==> src/rtl/spu_pkg.sv <==
package spu_pkg;
  typedef enum logic [2:0] {
    OP_PUSH    = 3'd0,
    OP_POP     = 3'd1,
    OP_PUSH_PC = 3'd2,
    OP_POP_PC  = 3'd3,
    OP_ADJ     = 3'd4
  } spu_op_e;
endpackage

==> src/rtl/spu_mode_dec.sv <==
module spu_mode_dec #(
  parameter int HALF_W = 18,
  parameter int SEC_W  = 12
) (
  input  logic [HALF_W-1:0] lh_i,
  input  logic [SEC_W-1:0]  pc_sec_i,
  output logic              global_o
);
  // positive nonzero left half, outside section 0
  assign global_o = (|pc_sec_i) && !lh_i[HALF_W-1] && (|lh_i);
endmodule

==> src/rtl/spu_step.sv <==
module spu_step #(
  parameter int HALF_W = 18,
  parameter int SEC_W  = 12,
  localparam int WORD_W = 2 * HALF_W,
  localparam int ADDR_W = SEC_W + HALF_W
) (
  input  logic [WORD_W-1:0] sp_i,
  input  logic              global_i,
  input  logic [HALF_W-1:0] delta_i,
  output logic [WORD_W-1:0] sp_o
);
  logic [HALF_W-1:0] loc_half [2];
  logic [ADDR_W-1:0] glb_addr;

  // local: each half stepped on its own lane, no carry between
  for (genvar h = 0; h < 2; h++) begin : g_half
    assign loc_half[h] = sp_i[h*HALF_W +: HALF_W] + delta_i;
  end

  assign glb_addr = sp_i[ADDR_W-1:0] + {{SEC_W{delta_i[HALF_W-1]}}, delta_i};

  always_comb begin
    if (global_i) sp_o = {sp_i[WORD_W-1:ADDR_W], glb_addr};
    else          sp_o = {loc_half[1], loc_half[0]};
  end
endmodule

==> src/rtl/spu_pcx.sv <==
module spu_pcx #(
  parameter int HALF_W = 18,
  parameter int SEC_W  = 12,
  localparam int WORD_W = 2 * HALF_W,
  localparam int ADDR_W = SEC_W + HALF_W
) (
  input  logic              push_pc_i,
  input  logic              pop_pc_i,
  input  logic [ADDR_W-1:0] pc_i,
  input  logic [WORD_W-1:0] pop_word_i,
  output logic [WORD_W-1:0] wdata_o,
  output logic [ADDR_W-1:0] pc_o
);
  assign wdata_o = push_pc_i ? {{(WORD_W-ADDR_W){1'b0}}, pc_i} : '0;
  assign pc_o    = pop_pc_i  ? pop_word_i[ADDR_W-1:0] : pc_i;
endmodule

==> src/rtl/spu_stack_ptr.sv <==
module spu_stack_ptr #(
  parameter int HALF_W = 18,
  parameter int SEC_W  = 12,
  localparam int WORD_W = 2 * HALF_W,
  localparam int ADDR_W = SEC_W + HALF_W
) (
  input  logic              clk_i,
  input  logic              rst_ni,
  input  logic              valid_i,
  input  logic [2:0]        op_i,
  input  logic [WORD_W-1:0] sp_i,
  input  logic [ADDR_W-1:0] pc_i,
  input  logic [HALF_W-1:0] adj_i,
  input  logic [WORD_W-1:0] pop_word_i,
  output logic              valid_o,
  output logic [ADDR_W-1:0] addr_o,
  output logic [WORD_W-1:0] sp_o,
  output logic [WORD_W-1:0] wdata_o,
  output logic [ADDR_W-1:0] pc_o,
  output logic              ovf_o
);
  import spu_pkg::*;

  spu_op_e           op;
  logic              is_push, is_pop, is_adj, is_glb;
  logic [HALF_W-1:0] delta, old_lh, new_lh;
  logic [SEC_W-1:0]  pc_sec;
  logic [WORD_W-1:0] new_sp, ptr_sel, wdata_n;
  logic [ADDR_W-1:0] addr_n, pc_n;
  logic              ovf_n;

  assign op      = spu_op_e'(op_i);
  assign pc_sec  = pc_i[ADDR_W-1:HALF_W];
  assign old_lh  = sp_i[WORD_W-1:HALF_W];
  assign is_push = (op == OP_PUSH) || (op == OP_PUSH_PC);
  assign is_pop  = (op == OP_POP)  || (op == OP_POP_PC);
  assign is_adj  = (op == OP_ADJ);

  always_comb begin
    delta = '0;
    if (is_push)     delta = {{(HALF_W-1){1'b0}}, 1'b1};
    else if (is_pop) delta = '1;
    else if (is_adj) delta = adj_i;
  end

  spu_mode_dec #(.HALF_W(HALF_W), .SEC_W(SEC_W)) u_mode (
    .lh_i(old_lh), .pc_sec_i(pc_sec), .global_o(is_glb)
  );

  spu_step #(.HALF_W(HALF_W), .SEC_W(SEC_W)) u_step (
    .sp_i(sp_i), .global_i(is_glb), .delta_i(delta), .sp_o(new_sp)
  );

  spu_pcx #(.HALF_W(HALF_W), .SEC_W(SEC_W)) u_pcx (
    .push_pc_i(op == OP_PUSH_PC), .pop_pc_i(op == OP_POP_PC),
    .pc_i(pc_i), .pop_word_i(pop_word_i), .wdata_o(wdata_n), .pc_o(pc_n)
  );

  assign new_lh  = new_sp[WORD_W-1:HALF_W];
  // push is pre-increment, pop is post-decrement
  assign ptr_sel = is_push ? new_sp : sp_i;

  always_comb begin
    addr_n = '0;
    if (is_push || is_pop)
      addr_n = is_glb ? ptr_sel[ADDR_W-1:0] : {pc_sec, ptr_sel[HALF_W-1:0]};
  end

  always_comb begin
    ovf_n = 1'b0;
    if (!is_glb) begin
      if (is_push && (new_lh == '0)) ovf_n = 1'b1;
      if (is_pop  && (old_lh == '0)) ovf_n = 1'b1;
      if (is_adj  && (old_lh[HALF_W-1] != new_lh[HALF_W-1])) ovf_n = 1'b1;
    end
  end

  always_ff @(posedge clk_i or negedge rst_ni) begin
    if (!rst_ni) begin
      valid_o <= 1'b0;
      addr_o  <= '0;
      sp_o    <= '0;
      wdata_o <= '0;
      pc_o    <= '0;
      ovf_o   <= 1'b0;
    end else begin
      valid_o <= valid_i;
      if (valid_i) begin
        addr_o  <= addr_n;
        sp_o    <= new_sp;
        wdata_o <= wdata_n;
        pc_o    <= pc_n;
        ovf_o   <= ovf_n;
      end
    end
  end
endmodule

==> config.mk <==
export PLATFORM = sky130hd
export DESIGN_NAME = spu_stack_ptr
export DESIGN_NICKNAME = d
export VERILOG_FILES = /design/src/rtl/spu_pkg.sv /design/src/rtl/spu_mode_dec.sv /design/src/rtl/spu_step.sv /design/src/rtl/spu_pcx.sv /design/src/rtl/spu_stack_ptr.sv
export SDC_FILE = /design/constraint.sdc
export NUM_CORES = 1
export LEC_CHECK = 0
export ABC_AREA = 1
export BUFFER_PORTS_ARGS = -buffer_cell sky130_fd_sc_hd__clkbuf_2
export CAP_MARGIN = 40
export CORE_MARGIN = 5
export CORE_UTILIZATION = 45
export DETAILED_ROUTE_END_ITERATION = 10
export HOLD_SLACK_MARGIN = 0.03
export PLACE_DENSITY_LB_ADDON = 0.3
export SLEW_MARGIN = 40
export SYNTH_ARGS = -nofsm -noshare
export SYNTH_HDL_FRONTEND = slang
export SYNTH_HIERARCHICAL = 1
export SYNTH_SLANG_ARGS = --single-unit
export TNS_END_PERCENT = 50
==> constraint.sdc <==
create_clock -name clk_i -period 1.2 [get_ports clk_i]
set_clock_uncertainty 0.05 [all_clocks]
set_input_delay 0.12 -clock clk_i [delete_from_list [all_inputs] [get_ports clk_i]]
set_output_delay 0.12 -clock clk_i [all_outputs]
set_load 0.02 [all_outputs]
==> results of run 1 <==
-- flip-flops by register name, indices dropped and copies added, names as in the netlist --
name     count
wdata_o     36
pc_o        30
ovf_o        1
addr_o      30
sp_o        36
valid_o      1
-- Yosys cell counts (all sizes together) (6+ instances only) --
cell    count
o21ai      71
dfrtp     134
ha         46
clkbuf     14
nand3b      6
o211ai      7
buf        46
nor2      122
xor2       15
a21oi      39
nand2     783
nand3      69
inv       177
-- power by group through the flow --
stage | Combinational, mW | Clock (mW) | Sequential [mW]
2_1_floorplan | 2.73 | 0 | 5.95
3_3_place_gp | 5.99 | 0 | 5.37
3_5_place_dp | 6.04 | 0 | 5.38
4_1_cts | 6.91 | 5.14 | 5.30
5_1_grt | 8.16 | 5.36 | 5.37
6_report | 7.69 | 5.11 | 5.32
-- routing by layer --
metal  vias up  routed length [µm]
li1       5813                   -
met1      5799               17050
met2       720               20200
met3       159                3389
met4         0                2148
met5         -                   0
-- cell families (layout without fill, tap and decap cells) --
logic type                 after synthesis  in the layout  share of synthesized area [%]
xor gates and xnor gates                20             20                          1.744
adders and majority gates               48             48                          6.129
and+or+nand+nor                        994            996                          40.69
DFF                                    134            134                          33.39
AOI/OAI and AO/OA                      135            135                          7.824
buffers and inverters                  237            740                          10.19
other                                    1              6                        0.03734
-- critical path, stage by stage --
cell      delay (ps)
buf_8            110
nor2_4           140
and2_4           240
buf_8            150
nand2_4           60
nand2_4           90
ha_4             230
nand2_2           70
nand2_2           70
inv_1            100
nand2_2           80
nand3b_1         290
nand2_2          170
nand3_2          100
nand3_2          100
nand2_2           60
nor2_1           110
nand3_1           70
nor2_1           100
nand3_1           90
nand3_1           80
nand2_1           50
nand2_1           50
-- what timing repair did --
item | 4_1_cts | 5_1_grt
endpoints found under the hold margin | 190 | 0
setup endpoints to repair | 95 | 97
hold buffers | 57 | 0
setup buffers | 28 | 20
pin swaps | 92 | 107
cloned | 3 | 0
gates resized for setup | 203 | 166
-- through the flow --
stage / hold slack [ps] / worst slack (ps) / util [%] / cell area (µm²) / power, mW
floorplan: -225.6 / -1030 / - / 10690 / 8.680
global placement: -39.75 / -1758 / 61.70 / 13510 / 11.35
detailed placement: -38.79 / -1710 / 61.70 / 13510 / 11.42
CTS: 44.66 / -1036 / 71.59 / 15670 / 17.35
global route: 66.52 / -1303 / 75.02 / 16420 / 18.89
finish: 42.87 / -1214 / 75.02 / 16420 / 18.12
-- layout make-up --
| type | instances | area (µm²) |
|---|---|---|
| flip-flops and latches | 134 | 3353 |
| multi-input cells | 1205 | 7565 |
| clock buffers | 18 | 439.2 |
| inverters | 177 | 684.4 |
| repair inverters | 1 | 7.507 |
| repair buffers | 530 | 3891 |
| clock inverters | 14 | 132.6 |
| well taps | 280 | 350.3 |
| fillers | 1519 | 5468 |
-- layout by cell type (no fill, tap or decap), drive strengths merged --
master / n
xnor2: 5
nand3b: 6
nand2: 784
nor3: 5
dfrtp: 134
o211ai: 7
nand3: 69
xor2: 15
nor2: 122
dlygate4sd3: 57
o21a: 1
o21ai: 71
clkinv: 4
and2: 6
a21o: 4
o22ai: 5
inv: 185
ha: 46
nand4: 4
conb: 6
buf: 223
a21oi: 39
clkinvlp: 3
fa: 2
o21bai: 5
a31oi: 3
clkbuf: 268
-- path summary, 6_finish.rpt --
kind	slack (ps)	depth (start not counted)	start	end
max	-1210	23	op_i[0]	ovf_o
min	40	4	valid_i	addr_o[14]
max reg2reg	420	2	pc_o[16]	pc_o[16]
min reg2reg	420	2	addr_o[27]	addr_o[27]
max in group asynchronous	500	3	rst_ni	addr_o[4]
min in group asynchronous	80	2	rst_ni	pc_o[17]
==> flow_summary.ini, run 1 <==
[grt]
antenna_found_initial = 0
grt_max_degree = 66
grt_pass1_wl_mm = 64.62
grt_use_met1_pct = 41.37
grt_pass1_vias = 12042
grt_util_met2_pct = 50.63
grt_busiest_layer = met2
grt-ovfl-total = 0
gr-usage-met3_pct = 4.944
grt_usage_pct = 31.29

[pwr]
pwr-share-clk_pct = 28.2
peakVddDrop_uv = 696.4
switchingPower_mw = 7.096
p_seq_share_pct = 29.3
powerDensity_nw_per_um2 = 1103
comb_power_share_pct = 42.5
power.internal_mw = 11.02
sw_frac_of_total_pct = 39.16
leakage_nw = 9.092

[placement]
hpwl_mm = 30.05
portBuffers = 253
place_inst = 2230
gp_congestion = 1.011

[yosys]
yosys.area.top_type_share_pct = 33.39
yosysSeqAreaShare_pct = 33.39
syn_inst = 1569
synth_cell_type_count = 39
synth-edff-count = 0
ys_async_sr_fraction_pct = 100.0
ys_ff_latch = 134
synth_area_leader_cell = dfrtp_1
yosys_warnings = 6
netlist_area_um2 = 10040
ys.flop_type = dfrtp_1
ys_top_cells_by_area = dfrtp_1 33%, nand2_1 28%, inv_1 6.1%
avgSynthCellArea_um2 = 6.401

[floorplanning]
coreArea_um2 = 21890
initial_core_util_pct = 45.88
dieWidth_um = 159.4
die_h_um = 159.4
dieArea_um2 = 25410
io_pins = 260
placement_rows = 54

[detailed_routing]
wl_per_cell_um = 18.14
vias_per_cell = 5.295
post-route-drc-count = 0
drt_wl_total_mm = 42.78
vias = 12491
route.antenna.remaining_nets = 0
drt_iter0_markers = 1444
first_pass_iters = 7

[final_layout]
layout.nets = 2240
syn_to_final_growth_pct = 63.52
drive_above_1_share_pct = 43.72
layoutNonFillerInstCount = 2359
n_antenna_cell = 0

[sta]
hold_viol_final = 0
layout_min_cycle_time_ps = 2414
fin_crit_sh_pct = 201.1
fmax_mhz = 414.3
grt_setup_unrepaired = true
finalSetupTns_ps = -52740
drv_slew = 0
setup_viol = 90
timing.final.ws_setup_ps = -1214

[run_status]
status = complete, but fails checks
failed_checks = negative setup slack

[clock_tree]
cts_root_buf = clkbuf_16
clock_latency_ps = 410
clkTransAtPathRegs_ps = 60
cts_buffer_depth = 2
numCtsBuffers = 17
clock-sinks = 134
tritoncts = built
htree_num_levels = 4

[setup_path]
crit_required_ps = 1510
cp-end-kind = flop
path_max_fanout = 5
start_kind = primary input
path_class = primary input to flop
worstPathArrival_ps = 2720

[hold_path]
min_path_type = primary input to flop

[flow_run]
maxCapViolCount = 0
(Power assumes the default switching activity.)
==> inputs of run 2 (changes only) <==
--- a/config.mk
+++ b/config.mk
@@ -10,5 +10,5 @@
 export CAP_MARGIN = 40
 export CORE_MARGIN = 5
-export CORE_UTILIZATION = 45
+export CORE_UTILIZATION = 30
 export DETAILED_ROUTE_END_ITERATION = 10
 export HOLD_SLACK_MARGIN = 0.03
==> constraint.sdc (replaced) <==
create_clock -name clk_i -period 1.2 [get_ports clk_i]
set_clock_uncertainty 0.05 [all_clocks]
set_input_delay 0.18 -clock clk_i [delete_from_list [all_inputs] [get_ports clk_i]]
set_output_delay 0.18 -clock clk_i [all_outputs]
set_load 0.02 [all_outputs]
==> flow_summary.ini, run 2 (same netlist as run 1, synthesis figures left out) <==
[run_status]
status = complete, but fails checks
failed_checks = negative setup slack

[sta]
drv_slew = 0
hold_viol_final = 0
layout_min_cycle_time_ps = 2487
setup_viol = 140
hold-worst-slack_ps = 53.74
grt_setup_unrepaired = true
timing.final.ws_setup_ps = -1287
fmax_mhz = 402.2
fin_crit_sh_pct = 207.2

[pwr]
peakVddDrop_uv = 770.4
powerDensity_nw_per_um2 = 1049
power.internal_mw = 11.79
comb_power_share_pct = 44.3
p_total_mw = 18.84
p_seq_share_pct = 28.4
switchingPower_mw = 7.050
sw_frac_of_total_pct = 37.42
leakage_nw = 9.577
pwr-share-clk_pct = 27.4

[detailed_routing]
vias_per_cell = 4.793
drt_wl_total_mm = 45.95
vias = 12318
post-route-drc-count = 0
route.antenna.remaining_nets = 0
wl_per_cell_um = 17.88
first_pass_iters = 6
drt_iter0_markers = 816

[clock_tree]
clock-sinks = 134
cts_root_buf = clkbuf_16
cts_buffer_depth = 2
numCtsBuffers = 17
tritoncts = built
clkTransAtPathRegs_ps = 60
clock_latency_ps = 420
htree_num_levels = 4

[final_layout]
layout.nets = 2285
top_regs = sp_o (36), wdata_o (36)
mostFrequentLayoutCell = nand2_1
most-common-layout-cells = 567 x nand2_1, 200 x buf_4, 197 x clkbuf_2, 146 x nand2_2, 139 x inv_1
syn_to_final_growth_pct = 78.88
n_antenna_cell = 0
utilization_pct = 53.98
drive_above_1_share_pct = 48.54
fillCellCount = 2969

[floorplanning]
io_pins = 260
initial_core_util_pct = 30.18
dieWidth_um = 193.0
placement_rows = 67
die_h_um = 193.0
coreArea_um2 = 33280
dieArea_um2 = 37240

[grt]
grt_pass1_wl_mm = 65.83
grt-ovfl-total = 0
grt_max_degree = 72
antenna_found_initial = 0
grt_usage_pct = 22.54
grt_pass1_vias = 11783

[setup_path]
slowest_stage = ha_4
start_kind = primary input
path_class = primary input to flop
cp-end-kind = flop
max_stage_delay_ps = 230
crit_top_cell = nand2_1
path_max_fanout = 4
worstPathArrival_ps = 2800
crit_required_ps = 1520
cp_top_family = simple AND/OR/NAND/NOR gates
path_buf_inv = 6

[flow_run]
maxCapViolCount = 0

[hold_path]
min_path_type = primary input to flop

[placement]
gp_congestion = 0.9787
portBuffers = 253
hpwl_mm = 32.58
==> run 2: cell count changes in the layout (fill, tap and decap cells not counted), sizes merged <==
cell / change
inv: -9
nand2: -1
dlygate4sd3: -10
clkinvlp: +2
bufinv: +2
clkinv: +3
clkbuf: -39
buf: +95
==> run 2: worst paths after layout <==
check | from | slack, ps | cells after the start | end
worst max-delay path | op_i[0] | -1290 | 26 | ovf_o
worst min-delay path | pop_word_i[22] | 50 | 5 | pc_o[22]
worst max register to register | addr_o[29] | 280 | 4 | addr_o[29]
worst min register to register | addr_o[26] | 420 | 2 | addr_o[26]
max in group asynchronous | rst_ni | 450 | 3 | sp_o[12]
min in group asynchronous | rst_ni | 180 | 2 | wdata_o[32]
==> run 2: layer usage <==
layer | wire length [µm] | global-route usage, %
met3 | 2784 | 3.007
met2 | 22570 | 39.66
met4 | 1688 | 6.944
met1 | 18910 | 28.84
met5 | 0 | 0
==> run 2: through the flow <==
| step | instance area [µm²] | TNS (ps) | setup WS (ps) | cells |
|---|---|---|---|---|
| finish | 17970 | -64370 | -1287 | 2570 |
| global route | 17970 | -74660 | -1376 | 2570 |
| CTS | 16440 | -66390 | -1157 | 2522 |
| detailed placement | 13920 | -116180 | -1811 | 2410 |
| global placement | 13920 | -112520 | -1837 | 2410 |
| floorplan | 10720 | -50960 | -1090 | 1574 |
==> run 2: repair_timing <==
action / in CTS / in global routing
buffers inserted: 41 / 54
endpoints found under the setup margin: 228 / 265
endpoints found under the hold margin: 180 / 0
gates resized for setup: 282 / 342
pin swaps: 103 / 168
hold buffers: 47 / 0
gates cloned: 2 / 6
==> run 2: power groups by stage <==
stage | Combinational, mW | Sequential (mW) | Clock [mW]
final | 8.34 | 5.35 | 5.15
after global routing | 8.89 | 5.40 | 5.46
after CTS | 7.29 | 5.31 | 5.27
after detailed placement | 6.16 | 5.39 | 0
after global placement | 6.13 | 5.37 | 0
after floorplan | 2.75 | 5.95 | 0
==> run 2: cell type report <==
| cell class | instances | area, µm² | area share [%] |
|---|---|---|---|
| tap | 448 | 560.5 | 3.120 |
| clock buffer | 18 | 439.2 | 2.444 |
| inverter | 177 | 706.9 | 3.935 |
| multi-input combinational | 1204 | 7989 | 44.47 |
| timing repair inverter | 1 | 7.507 | 0.04179 |
| sequential | 134 | 3353 | 18.66 |
| clock inverter | 12 | 131.4 | 0.7312 |
| timing repair buffer | 576 | 4778 | 26.60 |
==> run 2: worst min-delay path, delay by kind of cell <==
family | cells | cell delay [ps]
buf+inv | 1 | 80
simple gates | 4 | 230
